[src/rtl/cfgb_pkg.sv]
package cfgb_pkg;
  localparam int NMAC  = 2;
  localparam int NREG  = 7;
  localparam int AW    = 10;
  localparam int DW    = 32;
  localparam int SPD_W = 2;

  typedef logic [DW-1:0] word_t;

  localparam int IX_RXA  = 0;
  localparam int IX_RXB  = 1;
  localparam int IX_TX   = 2;
  localparam int IX_FC   = 3;
  localparam int IX_MODE = 4;
  localparam int IX_LINK = 5;
  localparam int IX_MGMT = 6;

  localparam logic [AW-1:0] REG_OFS [NREG] =
    '{10'h200, 10'h240, 10'h280, 10'h2C0, 10'h300, 10'h320, 10'h340};

  localparam logic [NREG-1:0] FULL_RW = 7'b100_1111;

  localparam word_t RXA_DEF  = 32'h0000_0000;
  localparam word_t RXB_DEF  = 32'h1000_0000;
  localparam word_t TX_DEF   = 32'h1000_0000;
  localparam word_t FC_DEF   = 32'h6000_0000;
  localparam word_t MGMT_DEF = 32'h0000_0013;
  localparam logic [DW-SPD_W-1:0] MODE_FIXED = 30'h0200_0000;
  localparam word_t LINK_FIXED = 32'h0000_0C00;
  localparam int RST_BIT = 31;

  function automatic word_t reg_default(input int idx);
    case (idx)
      IX_RXA:  return RXA_DEF;
      IX_RXB:  return RXB_DEF;
      IX_TX:   return TX_DEF;
      IX_FC:   return FC_DEF;
      IX_MGMT: return MGMT_DEF;
      default: return '0;
    endcase
  endfunction
endpackage

[src/rtl/cfgb_decode.sv]
module cfgb_decode
  import cfgb_pkg::*;
(
  input  logic            clk,
  input  logic            rst_n,
  input  logic            mac_sel,
  input  logic            mgmt_sel,
  input  logic [AW-1:0]   addr,
  input  logic            wr,
  input  logic            rd,
  output logic [NREG-1:0] sel_o,
  output logic [NMAC-1:0] mac_we_o,
  output logic            rd_req_o
);
  logic claimed;
  assign claimed  = !mgmt_sel && addr[AW-1];
  assign rd_req_o = claimed && rd;

  for (genvar i = 0; i < NREG; i++) begin : g_sel
    assign sel_o[i] = claimed && (addr == REG_OFS[i]);
  end

  for (genvar m = 0; m < NMAC; m++) begin : g_we
    assign mac_we_o[m] = claimed && wr && (mac_sel == 1'(m));
  end

  p_onehot_sel_r1: assert property (@(posedge clk) disable iff (!rst_n)
    $onehot0(sel_o));
  p_mgmt_blocks_r2: assert property (@(posedge clk) disable iff (!rst_n)
    mgmt_sel |-> (mac_we_o == '0) && !rd_req_o);
endmodule

[src/rtl/cfgb_mac_regs.sv]
module cfgb_mac_regs
  import cfgb_pkg::*;
(
  input  logic               clk,
  input  logic               rst_n,
  input  logic               wr_en,
  input  logic [NREG-1:0]    sel,
  input  word_t              wdata,
  input  logic               rx_gap,
  input  logic               tx_gap,
  output logic [NREG*DW-1:0] rd_words,
  output word_t              rxa_live,
  output word_t              rxb_live,
  output word_t              tx_live,
  output word_t              fc_live,
  output logic [SPD_W-1:0]   spd_live,
  output word_t              mgmt_cfg,
  output logic               rx_rst,
  output logic               tx_rst
);
  for (genvar i = 0; i < NREG; i++) begin : g_reg
    if (FULL_RW[i]) begin : g_rw
      word_t q;
      always_ff @(posedge clk) begin
        if (!rst_n)                q <= reg_default(i);
        else if (wr_en && sel[i])  q <= wdata;
      end
      assign rd_words[i*DW +: DW] = q;
    end else if (i == IX_MODE) begin : g_mode
      logic [SPD_W-1:0] spd;
      always_ff @(posedge clk) begin
        if (!rst_n)                spd <= '0;
        else if (wr_en && sel[i])  spd <= wdata[DW-1 -: SPD_W];
      end
      assign rd_words[i*DW +: DW] = {spd, MODE_FIXED};
    end else begin : g_ro
      assign rd_words[i*DW +: DW] = LINK_FIXED;
    end
  end

  word_t rxa_sh, rxb_sh, tx_sh, fc_sh;
  logic [SPD_W-1:0] spd_sh;
  assign rxa_sh = rd_words[IX_RXA*DW +: DW];
  assign rxb_sh = rd_words[IX_RXB*DW +: DW];
  assign tx_sh  = rd_words[IX_TX*DW +: DW];
  assign fc_sh  = rd_words[IX_FC*DW +: DW];
  assign spd_sh = rd_words[IX_MODE*DW + DW-1 -: SPD_W];

  always_ff @(posedge clk) begin
    if (!rst_n) begin
      rxa_live <= RXA_DEF;
      rxb_live <= RXB_DEF;
      tx_live  <= TX_DEF;
      fc_live  <= FC_DEF;
      spd_live <= '0;
    end else begin
      if (rx_gap) begin
        rxa_live <= rxa_sh;
        rxb_live <= rxb_sh;
      end
      if (tx_gap) begin
        tx_live <= tx_sh;
        fc_live <= fc_sh;
      end
      if (rx_gap && tx_gap) spd_live <= spd_sh;
    end
  end

  assign mgmt_cfg = rd_words[IX_MGMT*DW +: DW];
  assign rx_rst   = rxb_sh[RST_BIT];
  assign tx_rst   = tx_sh[RST_BIT];

  p_rx_hold_r4: assert property (@(posedge clk) disable iff (!rst_n)
    !rx_gap |=> $stable(rxa_live) && $stable(rxb_live));
  p_rx_copy_r4: assert property (@(posedge clk) disable iff (!rst_n)
    rx_gap |=> rxa_live == $past(rxa_sh));
  p_tx_hold_r5: assert property (@(posedge clk) disable iff (!rst_n)
    !tx_gap |=> $stable(tx_live) && $stable(fc_live));
  p_rxrst_now_r6: assert property (@(posedge clk) disable iff (!rst_n)
    (wr_en && sel[IX_RXB]) |=> rx_rst == $past(wdata[RST_BIT]));
  p_txrst_now_r6: assert property (@(posedge clk) disable iff (!rst_n)
    (wr_en && sel[IX_TX]) |=> tx_rst == $past(wdata[RST_BIT]));
  p_spd_hold_r7: assert property (@(posedge clk) disable iff (!rst_n)
    !(rx_gap && tx_gap) |=> $stable(spd_live));
endmodule

[src/rtl/cfgb_rdmux.sv]
module cfgb_rdmux
  import cfgb_pkg::*;
(
  input  logic                    clk,
  input  logic                    rst_n,
  input  logic                    rd_req,
  input  logic                    mac_sel,
  input  logic [NREG-1:0]         sel,
  input  logic [NMAC*NREG*DW-1:0] words,
  output word_t                   rdata_o,
  output logic                    rvalid_o
);
  word_t pick;
  always_comb begin
    pick = '0;
    for (int i = 0; i < NREG; i++) begin
      if (sel[i]) pick = pick | words[(int'(mac_sel)*NREG + i)*DW +: DW];
    end
  end

  always_ff @(posedge clk) begin
    if (!rst_n) begin
      rvalid_o <= 1'b0;
      rdata_o  <= '0;
    end else begin
      rvalid_o <= rd_req;
      rdata_o  <= rd_req ? pick : '0;
    end
  end

  p_rvalid_r3: assert property (@(posedge clk) disable iff (!rst_n)
    rd_req |=> rvalid_o);
  p_no_rvalid_r2: assert property (@(posedge clk) disable iff (!rst_n)
    !rd_req |=> !rvalid_o && rdata_o == '0);
endmodule

[src/rtl/cfg_bank_dual.sv]
module cfg_bank_dual
  import cfgb_pkg::*;
(
  input  logic                 clk,
  input  logic                 rst_n,
  input  logic                 host_mac_sel,
  input  logic                 host_mgmt_sel,
  input  logic [AW-1:0]        host_addr,
  input  logic                 host_wr,
  input  logic                 host_rd,
  input  logic [DW-1:0]        host_wdata,
  output logic [DW-1:0]        host_rdata,
  output logic                 host_rvalid,
  input  logic [NMAC-1:0]      rx_ifg,
  input  logic [NMAC-1:0]      tx_ifg,
  output logic [NMAC*DW-1:0]   rx_cfg0_live,
  output logic [NMAC*DW-1:0]   rx_cfg1_live,
  output logic [NMAC*DW-1:0]   tx_cfg_live,
  output logic [NMAC*DW-1:0]   fc_cfg_live,
  output logic [NMAC*SPD_W-1:0] speed_live,
  output logic [NMAC*DW-1:0]   mgmt_cfg,
  output logic [NMAC-1:0]      rx_reset,
  output logic [NMAC-1:0]      tx_reset
);
  logic [NREG-1:0]         sel;
  logic [NMAC-1:0]         mac_we;
  logic                    rd_req;
  logic [NMAC*NREG*DW-1:0] all_words;

  cfgb_decode u_dec (
    .clk(clk), .rst_n(rst_n), .mac_sel(host_mac_sel), .mgmt_sel(host_mgmt_sel),
    .addr(host_addr), .wr(host_wr), .rd(host_rd),
    .sel_o(sel), .mac_we_o(mac_we), .rd_req_o(rd_req)
  );

  for (genvar m = 0; m < NMAC; m++) begin : g_mac
    cfgb_mac_regs u_regs (
      .clk(clk), .rst_n(rst_n), .wr_en(mac_we[m]), .sel(sel), .wdata(host_wdata),
      .rx_gap(rx_ifg[m]), .tx_gap(tx_ifg[m]),
      .rd_words(all_words[m*NREG*DW +: NREG*DW]),
      .rxa_live(rx_cfg0_live[m*DW +: DW]), .rxb_live(rx_cfg1_live[m*DW +: DW]),
      .tx_live(tx_cfg_live[m*DW +: DW]), .fc_live(fc_cfg_live[m*DW +: DW]),
      .spd_live(speed_live[m*SPD_W +: SPD_W]), .mgmt_cfg(mgmt_cfg[m*DW +: DW]),
      .rx_rst(rx_reset[m]), .tx_rst(tx_reset[m])
    );
  end

  cfgb_rdmux u_rd (
    .clk(clk), .rst_n(rst_n), .rd_req(rd_req), .mac_sel(host_mac_sel), .sel(sel),
    .words(all_words), .rdata_o(host_rdata), .rvalid_o(host_rvalid)
  );
endmodule

[config.mk]
export PLATFORM = sky130hd
export DESIGN_NAME = cfg_bank_dual
export DESIGN_NICKNAME = d
export VERILOG_FILES = /design/src/rtl/cfgb_pkg.sv /design/src/rtl/cfgb_decode.sv /design/src/rtl/cfgb_mac_regs.sv /design/src/rtl/cfgb_rdmux.sv /design/src/rtl/cfg_bank_dual.sv
export SDC_FILE = /design/constraint.sdc
export NUM_CORES = 1
export LEC_CHECK = 0
export ABC_AREA = 0
export BUFFER_PORTS_ARGS = -buffer_cell sky130_fd_sc_hd__buf_2
export CAP_MARGIN = 10
export CORE_MARGIN = 2
export CORE_UTILIZATION = 60
export CTS_CLUSTER_DIAMETER = 50
export CTS_CLUSTER_SIZE = 20
export DETAILED_ROUTE_END_ITERATION = 10
export GPL_ROUTABILITY_DRIVEN = 0
export PLACE_DENSITY = 0.85
export SKIP_CTS_REPAIR_TIMING = 1
export SLEW_MARGIN = 20
export SYNTH_ARGS = -nofsm -noshare
export SYNTH_HDL_FRONTEND = slang
export SYNTH_SLANG_ARGS = --single-unit
[constraint.sdc]
create_clock -name clk -period 6.2 [get_ports clk]
set_input_delay 1.24 -clock clk [delete_from_list [all_inputs] [get_ports clk]]
set_output_delay 1.24 -clock clk [all_outputs]
set_load 0.03 [all_outputs]
# After elaboration in Yosys (flattened, before gate mapping)
# Index checks and enable logic that the tools add are counted.
# op_classes
bitwise_logic	7
add_sub_neg	6
n_mul	1
order_cmp	0
n_reduce_logical	28
eq_ne	7
div	0
muxes	7
n_shift	7
# ops
operator	n
448-bit by 32-bit variable part select with 32-bit output	6
448-bit by 10-bit variable part select with 32-bit output	1
32-bit 2-to-1 mux	7
32-bit bitwise OR	6
27-bit by 4-bit adder with 27-bit output, second input constant	3
10-bit == test, second input constant	7
27-bit by 3-bit adder with 27-bit output, second input constant	2
1-bit logical AND	26
4-bit by 1-bit adder with 5-bit output, second input constant	1
1-bit by 3-bit multiplier with 4-bit output, second input constant	1
2-bit AND reduction	1
1-bit logical NOT	1
1-bit NOT	1
# word_totals
mem_bits_ro	0
out_inout_bits	361
memories	0
word_cells	87
mem_bits_rw	0
reg_bits	617
inputBits	52
latchBits	0

# Longest topological paths before layout
# Gate-level depths: netlist of run 1.
# depth
word_depth	16
depth_mapped	7
mapped_depth_nobuf	4

# Cells and area by module
# A second synthesis of run 1 with hierarchy kept.
# hier_totals
hier_cells	2642
hier_area_um2	27620.2
# by_module_without_submodules
module	area_per_inst_um2	n_inst	cells_per_inst	seq_area_each_um2
cfgb_mac_regs	11566.1	2	1089	5845.6
cfgb_rdmux	4355.4	1	445	660.6
cfgb_decode	132.6	1	19	0.0

# Least setup slack after synthesis of run 1
# Ideal clock, no wire load.
# synth_timing
kind	input-to-reg
start	input port host_addr[1]
end	register g_mac[0].u_regs.g_reg[1].g_rw.q[30]
t_required_ns	6.071
stages	7
slack_ns	3.323
t_arrival_ns	2.749
setup_ns	0.129
path_buffers	3
path_cell_list	nor4_1 > nand3_1 > clkbuf_1 > or3_1 > buf_6 > buf_6 > mux2i_1
# synth_between
elab_chain_len	3
# synth_rtl
element	line_no	source
start, declared	cfg_bank_dual.sv:8	input logic [AW-1:0] host_addr,
10-bit == test	cfgb_decode.sv:20	assign sel_o[i] = claimed && (addr == REG_OFS[i]);
1-bit logical AND	cfgb_decode.sv:20	
1-bit logical AND	cfgb_mac_regs.sv:26	else if (wr_en && sel[i]) q <= wdata;
end signal, assigned	cfgb_mac_regs.sv:25	if (!rst_n) q <= reg_default(i);
end signal, assigned	cfgb_mac_regs.sv:26	
end, declared	cfgb_mac_regs.sv:23	word_t q;
# No other way between the ends.
# A chain may end at the register's enable or synchronous reset.

# Final worst setup path of run 1
# layout_timing
start	input port host_addr[1]
end	register g_mac[1].u_regs.g_reg[6].g_rw.q[19]
# layout_between
elab_chain_len	3
# layout_rtl
element	line_no
10-bit == test	cfgb_decode.sv:20
1-bit logical AND	cfgb_decode.sv:20
1-bit logical AND	cfgb_mac_regs.sv:26
end signal, assigned	cfgb_mac_regs.sv:25
end signal, assigned	cfgb_mac_regs.sv:26
end, declared	cfgb_mac_regs.sv:23
# No other way between the ends.

==> results of run 1 <==
[cell usage after synthesis, types with 2 or more instances]
| cell type | number | share of area |
|---|---|---|
| dfxtp_1 | 617 | 0.49 |
| mux2i_1 | 589 | 0.23 |
| nand2_1 | 331 | 0.049 |
| nor2b_1 | 263 | 0.065 |
| clkbuf_1 | 117 | 0.017 |
| buf_4 | 86 | 0.026 |
| mux4_2 | 57 | 0.051 |
| o211ai_1 | 32 | 0.0096 |
| o21ai_0 | 32 | 0.0064 |
| a2bb2oi_1 | 31 | 0.011 |
| inv_1 | 31 | 0.0046 |
| o22ai_1 | 29 | 0.0072 |
| buf_1 | 20 | 0.0030 |
| buf_2 | 19 | 0.0038 |
| nor2_1 | 7 | 0.0010 |
| mux2_2 | 5 | 0.0022 |
| nand3_1 | 5 | 0.0010 |
| a21boi_0 | 4 | 0.0012 |
| a31oi_1 | 4 | 0.0010 |
| buf_6 | 4 | 0.0018 |
| nor4_1 | 4 | 0.0010 |
| or2_2 | 4 | 0.0010 |
| or3_1 | 4 | 0.0010 |
| nand3b_1 | 3 | 0.00090 |
| nor3_1 | 3 | 0.00060 |
| a21oi_1 | 2 | 0.00040 |
| nand4_1 | 2 | 0.00050 |
| nor3_2 | 2 | 0.00080 |
| nor4b_1 | 2 | 0.00070 |
| o22a_1 | 2 | 0.00070 |
| o31ai_1 | 2 | 0.00060 |
| or4b_2 | 2 | 0.00080 |
[worst paths after layout]
check                                                         from                                        end  slack (ns)  cells after the start
setup reg to reg  g_mac[0].u_regs.g_reg[1].g_rw.q[16]$_SDFFE_PN0P_                u_rd.rdata_o[16]$_SDFF_PN0_        4.85                      3
hold / removal           g_mac[1].u_regs.rxb_live[28]$_SDFFE_PN1P_  g_mac[1].u_regs.rxb_live[28]$_SDFFE_PN1P_        0.47                      2
setup / recovery                                      host_addr[1]  g_mac[1].u_regs.mgmt_cfg[19]$_SDFFE_PN0P_        2.79                      6
hold reg to reg          g_mac[1].u_regs.rxb_live[28]$_SDFFE_PN1P_  g_mac[1].u_regs.rxb_live[28]$_SDFFE_PN1P_        0.47                      2
[through the flow]
| step | total power, uW | cells | cell area, um^2 | util |
|---|---|---|---|---|
| finish | 7670 | 3146 | 28660 | 0.6972 |
| global route | 7863 | 3146 | 28660 | 0.6972 |
| CTS | 7692 | 3142 | 28650 | 0.6970 |
| detailed placement | 4362 | 3050 | 26900 | 0.6543 |
| global placement | 4359 | 3049 | 26880 | 0.6538 |
| floorplan | 4277 | 2323 | 25140 | - |
[critical path: stages]
cell and delay, ns:
buf_2 0.10, nor4_1 0.50, nand3_1 0.54, or3_2 0.90, buf_4 0.41, mux2i_1 0.18
[flip-flops by register name, indices dropped and copies added, names as in the netlist]
register and count:
g_mac.u_regs.g.g_mode.spd 4, g_mac.u_regs.fc_live 64, u_rd.rdata_o 32, g_mac.u_regs.rxb_live 64, g_mac.u_regs.g.g_rw.q 192, u_rd.rvalid_o 1, g_mac.u_regs.mgmt_cfg 64, g_mac.u_regs.tx_live 64
g_mac.u_regs.rxa_live 64, g_mac.u_regs.spd_live 4, g_mac.u_regs.fc_sh 64
[cell type report]
| cell class | count | area (um^2) |
|---|---|---|
| flip-flops and latches | 617 | 12350 |
| clock inverters | 35 | 381.6 |
| fillers | 2987 | 12450 |
| clock buffers | 57 | 1371 |
| multi-input cells | 1429 | 11420 |
| inverters | 31 | 116.4 |
| well taps | 532 | 665.6 |
| repair buffers | 441 | 2346 |
| diodes | 4 | 10.01 |
[power by group]
| group | total [uW] | switching (uW) | internal [uW] |
|---|---|---|---|
| registers | 3960 | 0.469 | 3960 |
| logic | 316 | 206 | 109 |
| clock network | 3390 | 1640 | 1750 |
[cell families (layout without fill, tap and decap cells)]
family	after synthesis	after routing	synth area share
multiplexers	651	651	0.2878
AND/OR/NAND/NOR	637	637	0.1259
flip-flops	617	617	0.4912
buffers and inverters	277	564	0.05633
AO/OA/AOI/OAI	141	141	0.03876
other	0	4	0
[per-layer routing]
layer	global-route usage	wire (um)
met1	0.4126	29450
met2	0.5329	34400
met3	0.06462	5749
met4	0.1335	2864
met5	0	16
[layout by cell type, fill, tap and decap left out, types with 31 or more instances in the layout]
| cell type | instances |
|---|---|
| mux4_2 | 57 |
| a2bb2oi_1 | 31 |
| o211ai_1 | 32 |
| dfxtp_1 | 617 |
| buf_2 | 405 |
| nor2b_1 | 263 |
| inv_1 | 31 |
| clkbuf_16 | 53 |
| buf_4 | 31 |
| o21ai_0 | 32 |
| nand2_1 | 330 |
| mux2i_1 | 589 |
==> flow_metrics.py, run 1 <==
metrics = {
    "synth": {
        "yosys_warnings": 0,
        "netlist_area_um2": 25140,
        "syn-instance-count": 2323,
        "yosysUniqueCellTypes": 40,
        "yosysSeqAreaShare": 0.4912,
        "synth_area_per_cell_um2": 10.82,
        "syn-num-nets": 2375,
        "synth_seq_cells": 617,
        "ys.flop_type": "dfxtp_1",
        "async_reset_ff_frac": 0,
        "synth_edf_count": 0,
    },
    "finish": {
        "nets": 2623,
        "drive_gt1_frac": 0.2341,
        "syn_to_final_growth_pct": 13.99,
    },
    "worst_setup_path": {
        "crit_path_end_kind": "flip-flop",
        "crit_fanout": 21,
        "crit_path_start_kind": "input pin",
        "path_class": "input pin to flip-flop",
        "arrival_ns": 3.89,
        "crit_required_ns": 6.68,
    },
    "global_routing": {
        "grt_overflow": 0,
        "grt_start_max_net_pins": 226,
        "grt_usage": 0.3219,
        "grt_pass1_vias": 18258,
        "grt_antenna_before_repair": 5,
        "grt_pass1_wl_mm": 108.9,
    },
    "timing": {
        "finalSetupViolations": 0,
        "holdWs_ns": 0.4743,
        "slew_headroom": 0.2539,
        "final.period_utilization": 0.5508,
        "hold_viol_final": 0,
        "fmax_mhz": 292.8,
        "worst_pin_slew_ns": 1.119,
        "maxSlewViolCount": 0,
        "rsz0062_at_grt": "false",
        "setup-tns-final_ns": 0,
        "fin_ws_ns": 2.785,
        "period_needed_ns": 3.415,
        "fin_skew_ns": 0.01978,
    },
    "clock_network": {
        "cts_sinks": 617,
        "path_clk_slew_ns": 0.08,
        "cts_tree": "done",
        "htree_levels": 2,
        "cts_root_buf": "clkbuf_16",
        "clock_latency_ns": 0.61,
        "clockBufferDepth": 3,
        "numCtsBuffers": 51,
    },
    "routing": {
        "viasPerCell": 5.898,
        "postRouteAntennaNets": 0,
        "drt_iter0_drc": 1512,
        "wirelength_mm": 72.48,
        "wl_per_cell_um": 23.04,
        "drc_errors": 0,
        "first_pass_iters": 5,
        "num_vias": 18554,
    },
    "floorplanning": {
        "die_area_um2": 43560,
        "row_count": 74,
        "start_util": 0.6116,
        "fp.dieH_um": 208.7,
        "num_io_pins": 413,
        "die_w_um": 208.7,
        "core_area_um2": 41110,
    },
    "pwr": {
        "ir_worst_vdd_uv": 199.4,
        "power_density_nw_per_um2": 267.6,
        "p_leak_uw": 0.01229,
    },
    "placed_design": {
        "pre_cts_ws_ns": 2.229,
        "hpwl_mm": 47.62,
        "portBuffers": 412,
    },
    "min_path": {
        "hp-class": "flip-flop to flip-flop",
    },
    "run_status": {
        "status": "finished clean",
    },
    "run": {
        "max_cap_viol_count": 0,
    },
}
Note: power is estimated with default switching activity, not from simulation.
==> run 2: changes to the inputs <==
- CORE_UTILIZATION: 60 -> 56
- PLACE_DENSITY: 0.85 -> 0.8
- clock period: 6.2 -> 3.5 ns (I/O delays scaled with it)
==> flow_metrics.py, run 2 (synthesis gave the netlist of run 1 again) <==
metrics = {
    "worst_setup_path": {
        "path_class": "input pin to flip-flop",
        "crit_fanout": 24,
        "reg2reg_slack_ns": 2.16,
        "crit_path_start_kind": "input pin",
        "crit_path_end_kind": "flip-flop",
        "crit_required_ns": 3.97,
        "arrival_ns": 2.68,
    },
    "floorplanning": {
        "fp.dieH_um": 215.9,
        "die_area_um2": 46610,
        "start_util": 0.5686,
        "die_w_um": 215.9,
        "num_io_pins": 413,
        "row_count": 77,
        "core_area_um2": 44220,
    },
    "finish": {
        "final_cell_mix": "dfxtp_1 (617), mux2i_1 (589), buf_2 (405)",
        "regMostFlops": "g_mac.u_regs.g.g_rw.q",
        "syn_to_final_growth_pct": 15.35,
        "final_common_cell": "dfxtp_1",
        "nets": 2646,
        "largest_reg_flops": 192,
        "drive_gt1_frac": 0.2412,
    },
    "routing": {
        "viasPerCell": 5.691,
        "wl_per_cell_um": 22.45,
        "first_pass_iters": 5,
        "drt_iter0_drc": 1547,
        "postRouteAntennaNets": 0,
        "drc_errors": 0,
        "wirelength_mm": 72.62,
        "num_vias": 18405,
    },
    "global_routing": {
        "grt_usage": 0.3022,
        "grt_start_max_net_pins": 112,
        "grt_antenna_before_repair": 6,
        "grt_pass1_wl_mm": 108.8,
        "grt_pass1_vias": 18052,
        "grt_overflow": 0,
    },
    "timing": {
        "slew_headroom": 0.3511,
        "setup-tns-final_ns": 0,
        "fin_skew_ns": 0.01599,
        "fin_ws_ns": 1.289,
        "final.period_utilization": 0.6316,
        "fmax_mhz": 452.4,
        "maxSlewViolCount": 0,
        "period_needed_ns": 2.211,
        "rsz0062_at_grt": "false",
        "worst_pin_slew_ns": 0.9607,
        "holdWs_ns": 0.3776,
        "hold_viol_final": 0,
        "finalSetupViolations": 0,
    },
    "clock_network": {
        "clock_latency_ns": 0.62,
        "clockBufferDepth": 3,
        "cts_sinks": 617,
        "path_clk_slew_ns": 0.08,
        "cts_root_buf": "clkbuf_16",
        "numCtsBuffers": 51,
        "cts_tree": "done",
        "htree_levels": 2,
    },
    "pwr": {
        "ir_worst_vdd_uv": 399.8,
        "power_density_nw_per_um2": 468.9,
        "p_leak_uw": 0.01244,
    },
    "placed_design": {
        "pre_cts_ws_ns": 0.6853,
        "hpwl_mm": 48.84,
        "portBuffers": 412,
    },
    "run": {
        "max_cap_viol_count": 0,
    },
    "run_status": {
        "status": "finished clean",
    },
    "min_path": {
        "hp-class": "input pin to flip-flop",
    },
}
==> run 2: layer usage <==
| metal | up-vias | GRT usage | wire length (um) |
|---|---|---|---|
| met5 | - | 0 | 16 |
| met4 | 2 | 0.1153 | 2568 |
| met3 | 162 | 0.05229 | 5174 |
| met2 | 758 | 0.5041 | 34770 |
| met1 | 9033 | 0.3930 | 30080 |
| li1 | 8450 | - | - |
==> run 2: path summary, 6_finish.rpt <==
check,cells after the start,endpoint,from
min reg2reg,2,g_mac[1].u_regs.spd_live[0]$_SDFFE_PN0P_,g_mac[1].u_regs.spd_live[0]$_SDFFE_PN0P_
max reg2reg,3,u_rd.rdata_o[8]$_SDFF_PN0_,g_mac[0].u_regs.g_reg[1].g_rw.q[8]$_SDFFE_PN0P_
min,3,g_mac[0].u_regs.mgmt_cfg[4]$_SDFFE_PN1P_,host_wdata[4]
max,6,g_mac[0].u_regs.g_reg[1].g_rw.q[17]$_SDFFE_PN0P_,host_addr[5]
==> run 2: final cells by class <==
type	instances	area, um^2
clock buffers	56	1315
inverters	31	116.4
multi-input cells	1429	11420
repair buffers	464	2619
fillers	3363	15220
diodes	5	12.51
flip-flops and latches	617	12350
well taps	592	740.7
clock inverters	40	430.4
==> run 2: stage by stage <==
stage / total power [uW] / instance area, um^2 / utilization / cells
global placement: 7752 / 27250 / 0.6161 / 3133
floorplan: 7576 / 25140 / - / 2323
detailed placement: 7757 / 27250 / 0.6161 / 3133
CTS: 13650 / 28990 / 0.6556 / 3229
finish: 13600 / 29000 / 0.6559 / 3234
global route: 13960 / 29000 / 0.6559 / 3234
==> run 2: power by group <==
group / switching (uW) / total (uW) / leakage [uW] / internal (uW)
Clock: 2970 / 6000 / 0.000859 / 3030
Sequential: 0.647 / 7010 / 0.00497 / 7010
Combinational: 376 / 586 / 0.00661 / 210
==> run 2: critical path: stages <==
cell and delay (ns):
buf_2 0.14, or3_1 0.39, or3b_1 0.47, or3_2 0.45, buf_4 0.33, mux2i_1 0.19
==> run 3: changes to the inputs <==
- ABC_AREA: 0 -> 1
- clock period: 3.5 -> 2.2 ns (I/O delays scaled with it)
==> flow_metrics.py, run 3 <==
metrics = {
    "run_status": {
        "status": "finished clean",
    },
    "global_routing": {
        "grt_antenna_before_repair": 1,
        "grt_usage": 0.3862,
        "grt_overflow": 0,
        "grt_pass1_wl_mm": 136.0,
        "grt_start_max_net_pins": 89,
        "grt_pass1_vias": 21985,
    },
    "finish": {
        "finish.instance_area_um2": 29080,
        "largest_reg_flops": 192,
        "drive_gt1_frac": 0.1605,
        "nets": 3819,
        "regMostFlops": "g_mac.u_regs.g.g_rw.q",
        "final_cell_mix": "nor2_1 (700), dfxtp_1 (617), o21ai_0 (562)",
        "final_common_cell": "nor2_1",
        "syn_to_final_growth_pct": 16.00,
    },
    "floorplanning": {
        "core_area_um2": 44220,
        "die_w_um": 215.6,
        "fp.dieH_um": 215.6,
        "row_count": 77,
        "die_area_um2": 46470,
        "num_io_pins": 413,
        "start_util": 0.5668,
    },
    "worst_setup_path": {
        "cpPeakStageDelay_ns": 0.44,
        "crit_fanout": 1,
        "path_buf_inv": 1,
        "path_cells": "buf_2",
        "reg2reg_slack_ns": 0.70,
        "cp_top_family": "flip-flops",
        "crit_path_end_kind": "output pin",
        "critPathSlowestCell": "dfxtp_1",
        "crit_required_ns": 1.76,
        "crit_path_start_kind": "flip-flop",
        "arrival_ns": 1.29,
        "path_class": "flip-flop to output pin",
    },
    "timing": {
        "fin_skew_ns": 0.01967,
        "fin_ws_ns": 0.4660,
        "fmax_mhz": 576.7,
        "final.period_utilization": 0.7882,
        "rsz0062_at_grt": "false",
        "setup-tns-final_ns": 0,
        "hold_viol_final": 0,
        "period_needed_ns": 1.734,
        "worst_pin_slew_ns": 0.6392,
        "finalSetupViolations": 0,
        "slew_headroom": 0.5694,
        "maxSlewViolCount": 0,
    },
    "synth": {
        "synth_top_area_share": 0.4928,
        "syn-instance-count": 3547,
        "ys.flop_type": "dfxtp_1",
        "yosys_warnings": 0,
        "synth_edf_count": 0,
        "yosys-top-cells-count": "nor2_1 (700), dfxtp_1 (617), o21ai_0 (562)",
        "yosysUniqueCellTypes": 22,
        "synth_area_per_cell_um2": 7.066,
        "synth_top_cell_by_area": "dfxtp_1",
        "synthTopCellsByArea": "dfxtp_1 (49%), o21ai_0 (11%), nor2_1 (10%), nand2_1 (8.2%), a21oi_1 (5.5%)",
        "async_reset_ff_frac": 0,
        "synth_seq_cells": 617,
        "yosysSeqAreaShare": 0.4928,
        "syn-num-nets": 3599,
        "post-synth-top-count-cell": "nor2_1",
        "netlist_area_um2": 25060,
    },
    "placed_design": {
        "pre_cts_ws_ns": 0.03252,
        "portBuffers": 412,
        "hpwl_mm": 64.93,
        "placed_area_um2": 27450,
    },
    "clock_network": {
        "numCtsBuffers": 47,
        "cts_root_buf": "clkbuf_16",
        "cts_tree": "done",
        "htree_levels": 2,
        "cts_sinks": 617,
        "path_clk_slew_ns": 0.09,
        "clockBufferDepth": 3,
        "clock_latency_ns": 0.61,
    },
    "routing": {
        "first_pass_iters": 7,
        "drc_errors": 0,
        "num_vias": 24959,
        "postRouteAntennaNets": 0,
        "viasPerCell": 5.680,
        "drt_iter0_drc": 3854,
        "wl_per_cell_um": 21.02,
        "wirelength_mm": 92.37,
    },
    "pwr": {
        "ir_worst_vdd_uv": 640.8,
        "p_leak_uw": 0.01376,
        "power_density_nw_per_um2": 778.2,
    },
    "min_path": {
        "hp-class": "input pin to flip-flop",
    },
    "run": {
        "max_cap_viol_count": 0,
    },
}
-- run 3: cell count changes after synthesis, moves of 261 or more --
cell     change
a21oi_1    +273
inv_1      +261
mux2i_1    -582
nor2_1     +693
nor2b_1    -263
o21ai_0    +530
-- run 3: final timing paths --
kind                                                    startpoint                                   endpoint  depth (start not counted)
setup reg to reg            g_mac[0].u_regs.fc_sh[28]$_SDFFE_PN0P_                u_rd.rdata_o[28]$_SDFF_PN0_                          6
setup / recovery                       u_rd.rdata_o[15]$_SDFF_PN0_                             host_rdata[15]                          1
hold reg to reg   g_mac[1].u_regs.g_reg[0].g_rw.q[22]$_SDFFE_PN0P_  g_mac[1].u_regs.rxa_live[22]$_SDFFE_PN0P_                          2
hold / removal                                      host_wdata[28]     g_mac[1].u_regs.fc_sh[28]$_SDFFE_PN0P_                          3
-- run 3: report_power, final --
group          internal, uW  leakage (uW)  switching, uW
registers             11400       0.00502            132
clock network          4730      0.000789           4520
logic                   431       0.00796           1420
-- run 3: per-stage QoR --
step,std cells,util,hold slack (ns),power [uW]
2_1_floorplan,3547,-,0.4339,12870
3_3_place_gp,4310,0.6208,0.4556,13560
3_5_place_dp,4310,0.6208,0.4543,13580
4_1_cts,4392,0.6574,0.1854,22580
5_1_grt,4392,0.6574,0.2165,23180
6_report,4394,0.6575,0.2026,22630
-- run 3: routing by layer --
layer,vias up,track usage,wire (um)
li1,11631,-,-
met4,2,0.2237,5947
met5,-,0,13
met2,1616,0.5576,38340
met1,11419,0.5334,36210
met3,291,0.08273,11860
-- run 3: logic make-up (layout without fill, tap and decap cells) --
kind of cell / after synthesis / after routing / synth area share
AND/OR/NAND/NOR: 1431 / 1431 / 0.2248
AO/OA/AOI/OAI: 854 / 854 / 0.1720
buffers and inverters: 638 / 891 / 0.1076
flip-flops: 617 / 617 / 0.4928
multiplexers: 7 / 7 / 0.002796
other: 0 / 2 / 0
-- run 3: layout make-up --
class / count / area (um^2)
Fill cell: 3851 / 15150
Sequential cell: 617 / 12350
Multi-Input combinational cell: 2292 / 10040
Timing Repair Buffer: 513 / 3212
Clock buffer: 52 / 1247
Inverter: 296 / 1111
Tap cell: 592 / 740.7
Clock inverter: 30 / 371.6
Antenna cell: 2 / 5.005
